==> src/rtl/ipi_pkg.sv <==
package ipi_pkg;

    localparam int unsigned WORD_W = 32;
    localparam int unsigned ID_W   = 8;
    localparam int unsigned VEC_W  = 8;
    localparam int unsigned MODE_W = 3;

    // Low command word field positions
    localparam int unsigned VEC_LSB   = 0;
    localparam int unsigned MODE_LSB  = 8;
    localparam int unsigned LOGIC_BIT = 11;
    localparam int unsigned BUSY_BIT  = 12;
    localparam int unsigned LEVEL_BIT = 14;
    localparam int unsigned TRIG_BIT  = 15;
    localparam int unsigned SH_LSB    = 18;
    // High command word target field
    localparam int unsigned DEST_LSB  = 24;

    localparam logic [ID_W-1:0] BCAST_ID = '1;

    typedef enum logic [1:0] {
        SH_NONE     = 2'd0,
        SH_SELF     = 2'd1,
        SH_ALL_INCL = 2'd2,
        SH_ALL_EXCL = 2'd3
    } shorthand_e;

    typedef struct packed {
        logic [ID_W-1:0]   dest;
        logic [VEC_W-1:0]  vector;
        logic [MODE_W-1:0] dmode;
        logic              logical;
        logic              level;
        logic              trigger;
        logic              excl_self;
    } ipi_msg_t;

    // Writable bits of the low word (busy bit excluded)
    function automatic logic [WORD_W-1:0] low_wmask();
        logic [WORD_W-1:0] m;
        m = '0;
        for (int i = 0; i < VEC_W; i++)  m[VEC_LSB + i]  = 1'b1;
        for (int i = 0; i < MODE_W; i++) m[MODE_LSB + i] = 1'b1;
        m[LOGIC_BIT]  = 1'b1;
        m[LEVEL_BIT]  = 1'b1;
        m[TRIG_BIT]   = 1'b1;
        m[SH_LSB]     = 1'b1;
        m[SH_LSB + 1] = 1'b1;
        return m;
    endfunction

    function automatic logic [WORD_W-1:0] high_wmask();
        logic [WORD_W-1:0] m;
        m = '0;
        for (int i = 0; i < ID_W; i++) m[DEST_LSB + i] = 1'b1;
        return m;
    endfunction

endpackage

==> src/rtl/ipi_reg_decode.sv <==
module ipi_reg_decode #(
    parameter int unsigned          ADDR_W   = 12,
    parameter logic [ADDR_W-1:0]    LOW_OFF  = 12'h300,
    parameter logic [ADDR_W-1:0]    HIGH_OFF = 12'h310
) (
    input  logic              wr_en,
    input  logic [ADDR_W-1:0] addr,
    output logic              sel_low,
    output logic              sel_high,
    output logic              wr_low,
    output logic              wr_high
);

    always_comb begin
        sel_low  = (addr == LOW_OFF);
        sel_high = (addr == HIGH_OFF);
        wr_low   = wr_en && sel_low;
        wr_high  = wr_en && sel_high;
    end

endmodule

==> src/rtl/ipi_msg_pack.sv <==
module ipi_msg_pack
    import ipi_pkg::*;
(
    input  logic [WORD_W-1:0] low_val,
    input  logic [ID_W-1:0]   high_dest,
    input  logic [ID_W-1:0]   local_id,
    output ipi_msg_t          msg
);

    shorthand_e sh;

    always_comb begin
        sh            = shorthand_e'(low_val[SH_LSB +: 2]);
        msg.vector    = low_val[VEC_LSB +: VEC_W];
        msg.dmode     = low_val[MODE_LSB +: MODE_W];
        msg.logical   = low_val[LOGIC_BIT];
        msg.level     = low_val[LEVEL_BIT];
        msg.trigger   = low_val[TRIG_BIT];
        msg.excl_self = 1'b0;
        msg.dest      = high_dest;
        unique case (sh)
            SH_NONE:     msg.dest = high_dest;
            SH_SELF:     msg.dest = local_id;
            SH_ALL_INCL: msg.dest = BCAST_ID;
            SH_ALL_EXCL: begin
                msg.dest      = BCAST_ID;
                msg.excl_self = 1'b1;
            end
            default:     msg.dest = high_dest;
        endcase
    end

endmodule

==> src/rtl/ipi_cmd_regs.sv <==
module ipi_cmd_regs
    import ipi_pkg::*;
(
    input  logic              clk,
    input  logic              rst_n,
    input  logic              wr_low,
    input  logic              wr_high,
    input  logic [WORD_W-1:0] wdata,
    input  ipi_msg_t          new_msg,
    input  logic              msg_ready,
    output logic [WORD_W-1:0] low_q,
    output logic [WORD_W-1:0] high_q,
    output logic              busy_q,
    output ipi_msg_t          msg_q
);

    localparam logic [WORD_W-1:0] LOW_MASK  = low_wmask();
    localparam logic [WORD_W-1:0] HIGH_MASK = high_wmask();

    typedef struct packed {
        logic [WORD_W-1:0] low;
        logic [WORD_W-1:0] high;
        logic              busy;
        ipi_msg_t          msg;
    } state_t;

    state_t st_d, st_q;

    always_comb begin
        st_d = st_q;
        if (st_q.busy && msg_ready) begin
            st_d.busy = 1'b0;
        end
        if (wr_high) begin
            st_d.high = wdata & HIGH_MASK;
        end
        if (wr_low && !st_q.busy) begin
            st_d.low  = wdata & LOW_MASK;
            st_d.busy = 1'b1;
            st_d.msg  = new_msg;
        end
    end

    always_ff @(posedge clk or negedge rst_n) begin
        if (!rst_n) begin
            st_q <= '0;
        end else begin
            st_q <= st_d;
        end
    end

    assign low_q  = st_q.low;
    assign high_q = st_q.high;
    assign busy_q = st_q.busy;
    assign msg_q  = st_q.msg;

endmodule

==> src/rtl/ipi_cmd_sender.sv <==
module ipi_cmd_sender
    import ipi_pkg::*;
#(
    parameter int unsigned       ADDR_W   = 12,
    parameter logic [ADDR_W-1:0] LOW_OFF  = 12'h300,
    parameter logic [ADDR_W-1:0] HIGH_OFF = 12'h310
) (
    input  logic              clk,
    input  logic              rst_n,
    input  logic              reg_wr_en,
    input  logic [ADDR_W-1:0] reg_addr,
    input  logic [31:0]       reg_wdata,
    output logic [31:0]       reg_rdata,
    input  logic [7:0]        local_id,
    output logic              msg_valid,
    input  logic              msg_ready,
    output logic [7:0]        msg_dest,
    output logic [7:0]        msg_vector,
    output logic [2:0]        msg_dmode,
    output logic              msg_logical,
    output logic              msg_level,
    output logic              msg_trigger,
    output logic              msg_excl_self
);

    logic              sel_low, sel_high, wr_low, wr_high;
    logic [WORD_W-1:0] low_q, high_q;
    logic              busy_q;
    ipi_msg_t          new_msg, msg_q;
    logic [WORD_W-1:0] busy_view;

    ipi_reg_decode #(
        .ADDR_W  (ADDR_W),
        .LOW_OFF (LOW_OFF),
        .HIGH_OFF(HIGH_OFF)
    ) dec_i (
        .wr_en   (reg_wr_en),
        .addr    (reg_addr),
        .sel_low (sel_low),
        .sel_high(sel_high),
        .wr_low  (wr_low),
        .wr_high (wr_high)
    );

    ipi_msg_pack pack_i (
        .low_val  (reg_wdata),
        .high_dest(high_q[DEST_LSB +: ID_W]),
        .local_id (local_id),
        .msg      (new_msg)
    );

    ipi_cmd_regs regs_i (
        .clk      (clk),
        .rst_n    (rst_n),
        .wr_low   (wr_low),
        .wr_high  (wr_high),
        .wdata    (reg_wdata),
        .new_msg  (new_msg),
        .msg_ready(msg_ready),
        .low_q    (low_q),
        .high_q   (high_q),
        .busy_q   (busy_q),
        .msg_q    (msg_q)
    );

    always_comb begin
        busy_view           = '0;
        busy_view[BUSY_BIT] = busy_q;
        if (sel_low) begin
            reg_rdata = low_q | busy_view;
        end else if (sel_high) begin
            reg_rdata = high_q;
        end else begin
            reg_rdata = '0;
        end
    end

    assign msg_valid     = busy_q;
    assign msg_dest      = msg_q.dest;
    assign msg_vector    = msg_q.vector;
    assign msg_dmode     = msg_q.dmode;
    assign msg_logical   = msg_q.logical;
    assign msg_level     = msg_q.level;
    assign msg_trigger   = msg_q.trigger;
    assign msg_excl_self = msg_q.excl_self;

endmodule

==> config.mk <==
export PLATFORM = sky130hd
export DESIGN_NAME = ipi_cmd_sender
export DESIGN_NICKNAME = d
export VERILOG_FILES = /design/src/rtl/ipi_pkg.sv /design/src/rtl/ipi_reg_decode.sv /design/src/rtl/ipi_msg_pack.sv /design/src/rtl/ipi_cmd_regs.sv /design/src/rtl/ipi_cmd_sender.sv
export SDC_FILE = /design/constraint.sdc
export NUM_CORES = 1
export LEC_CHECK = 0
export BUFFER_PORTS_ARGS = -buffer_cell sky130_fd_sc_hd__buf_4
export CORE_MARGIN = 5
export CORE_UTILIZATION = 43
export DETAILED_ROUTE_END_ITERATION = 7
export PLACE_DENSITY = 0.85
export SETUP_SLACK_MARGIN = 0.5
export SYNTH_ARGS = -nofsm -noshare
export SYNTH_HDL_FRONTEND = slang
export SYNTH_SLANG_ARGS = --single-unit
==> constraint.sdc <==
create_clock -name clk -period 2.1 [get_ports clk]
set_input_delay 0.105 -clock clk [delete_from_list [all_inputs] [get_ports clk]]
set_output_delay 0.105 -clock clk [all_outputs]
set_load 0.03 [all_outputs]
==> metrics.md <==
| Metric | Value |
|---|---|
| Drt wl/cell | 16.1 um |
| Tcrit/Tclk final | 84.5% |
| Maximum clock insertion buffer count | 2 |
| Count of placed standard cells including taps | 280 |
| Grt ovf | 0 |
| Final ANT Viol Nets | 0 |
| Critical path class | input pin to output port |
| Crit end category | output port |
| Routability Congestion | 0.681 |
| PwrDens | 474 nW/um^2 |
| Worst-Skew Late Latency | 0.28 ns |
| CTS Buf Count | 5 |
| DPL Wire Length | 3.28 mm |
| MaxCap Viol Count | 0 |
| Worst setup SP type | input pin |
| N_diodes | 0 |
| TNS Setup | 0 ns |
| Peak VDD IR | 0.428 mV |
| GRT Util Overall | 15.1% |
| Global-route wire length before repair | 7.11 mm |
| Via Count | 1431 |
| Hold Path Stages | 2 |
| Final nets | 302 |
| Synth async-reset ratio | 100% |
| Non-filler cells in the finished layout | 299 |
| Final Hold Viols | 0 |
| Slew HR | 62.3% |
| Chip height | 76.1 um |
| Fraction of layout cells with a size suffix above 1 | 69.6% |
| Top FF cell, synth | dfrtp_1 |
| Drt first pass iters | 4 |
| Die Footprint | 5790 sq um |
| Final count of pins violating max slew | 0 |
| Setup Viol. Count Final | 0 |
| Syn_area_per_cell | 12.7 sq um |
| Distinct cells, synth | 22 |
| Row Count | 24 |
| Placement Cell Area | 2560 sq um |
| RSZ-0062 raised after global routing | yes |
| CTS tree | built |
| Reg2reg end | regs_i.low_q[15] |
| Post-synthesis sequential area ratio | 45.3% |
| Pleak | 1.57 nW |
| CP required | 2.00 ns |
| DR DRC count | 0 |
| Non-Filler Cell Area, Final | 2940 sq um |
| Vias in the first global route | 1496 |
| R2r worst-path depth | 5 |
| Synth Register Bits | 34 |
| R2R setup slack | 0.38 ns |
| Min-delay src | reg_wdata[25] |
| Boundary Pins | 112 |
| Largest net degree at the start of global routing | 35 |
| H-tree levels | 2 |
| Status | complete, no violations |
| Initial antenna violation count | 0 |
| P&R area growth vs syn | 56.6% |
| Netlist Area Pre-Place | 1880 sq um |
| Hold Path End | regs_i.high_q[25] |
| Layout Skew | 0.00564 ns |
| Critical Path Fanout Max | 5 |
| DRT Wirelength | 4.83 mm |
| HP Class | input pin to flip-flop |
| Worst r2r src | regs_i.busy_q |
| Initial DRC count | 14 |
| CTS clock-pin slew for the worst setup and hold paths | 0.07 ns |
| Post-synth EDFFs | 0 |
| Die X | 76.1 um |
| CTS sink count | 34 |
| CTS root buf | clkbuf_8 |
| Gate Count Post-Synth | 148 |
| Worst EP arrival | 1.67 ns |
| Synth warn | 0 |
| Initial Utilization | 43.7% |
| Fmax | 564 MHz |
| Fin crit period | 1.77 ns |
| I/O Buffers | 96 |
| Core area | 4290 sq um |
| Final Total Pwr | 1.39 mW |
| Worst-Margin Slew | 0.561 ns |
| Vias per cell | 4.79 |
[stage by stage]
step	util (%)	worst slack, ns	hold slack [ns]
detailed placement	59.7	0.207	0.0867
floorplan	-	0.191	-0.191
global placement	59.7	0.225	0.0802
global route	68.5	0.279	0.0364
finish	68.5	0.326	0.0506
CTS	62.4	0.359	0.0397
[report_power, final]
group	switching, mW	internal, mW	total, mW
sequential	0.00215	0.657	0.660
clock	0.243	0.349	0.592
combinational	0.0658	0.0761	0.142
[state kept, by name (all words and copies together) (netlist names)]
| name | flops |
|---|---|
| regs_i.busy_q | 1 |
| regs_i.low_q | 7 |
| regs_i.msg_q | 18 |
| regs_i.high_q | 8 |
[cell type report]
cell class              count  area [sq um]
clock buffers               5          68.8
clock inverters             3          40.0
fillers                   343          1350
inverters                   3          11.3
multi-input cells          92           930
flip-flops and latches     34           852
well taps                  52          65.1
repair buffers            110           973
[synthesized netlist by cell type (2+ instances only)]
cell	n	share of area, %
nor4_4	2	2.3
and2_1	25	8.3
a211o_1	8	3.7
nand2_1	2	0.40
dfrtp_1	34	45
buf_6	3	1.8
mux2_2	14	8.4
nor2b_1	8	2.7
buf_4	18	7.2
mux2_4	18	14
inv_1	3	0.60
clkbuf_1	3	0.60
[placed cells by master (no fill, tap or decap)]
cell	instances
bufinv_16	1
dfrtp_2	1
buf_8	2
clkbuf_8	5
a21o_1	1
dlygate4sd3_1	1
or3_1	1
nor2b_1	8
clkinv_2	2
conb_1	7
and2_1	8
buf_12	1
mux2i_1	1
nand4bb_1	1
nor4_4	3
dfrtp_1	33
or3b_4	1
mux2_4	24
buf_6	22
a211o_1	8
nand2_1	2
nor4_1	1
inv_1	3
buf_4	82
and2_2	1
mux2_2	8
clkbuf_16	2
and2_4	16
or4_4	1
[how the worst max path moves through the flow]
stage	startpoint	slack [ns]	to
2_1_floorplan	reg_addr[1]	0.19	regs_i.low_q[10]
3_3_place_gp	reg_addr[1]	0.23	regs_i.msg_q[9]
3_5_place_dp	reg_addr[1]	0.21	regs_i.msg_q[11]
4_1_cts	regs_i.busy_q	0.36	regs_i.msg_q[11]
5_1_grt	reg_addr[2]	0.28	reg_rdata[12]
6_report	reg_addr[2]	0.33	reg_rdata[12]
[layer usage]
layer  vias up  share of wire [%]  global-route usage [%]  routed length, um
met1       678                 40                    17.0               1910
li1        674                  -                       -                  -
met5         -                  0                       0                  0
met3         6                 10                    7.92                484
met2        73                 49                    24.8               2370
met4         0                1.2                    4.37                 59
[cells by family after synthesis]
logic type	after synthesis	share of synthesized area [%]
AO/OA/AOI/OAI	9	4.13
buffers and inverters	28	10.4
flip-flops	34	45.3
multiplexers	33	23.3
other	1	0.200
AND/OR/NAND/NOR	43	16.7
[timing repair]
item,4_1_cts,5_1_grt
cloned,0,5
resized for setup,0,53
pin swaps,0,8
setup buffers,0,5
endpoints found under the setup margin,49,50
endpoints found under the hold margin,34,0
hold buffers,1,0
[critical path, stage by stage]
cell and delay [ns]:
buf_6 0.09, or4_4 0.58, nor4_4 0.30, buf_4 0.19
buf_6 0.12, and2_2 0.15, buf_6 0.13
Power figures use the tool's default switching activity.
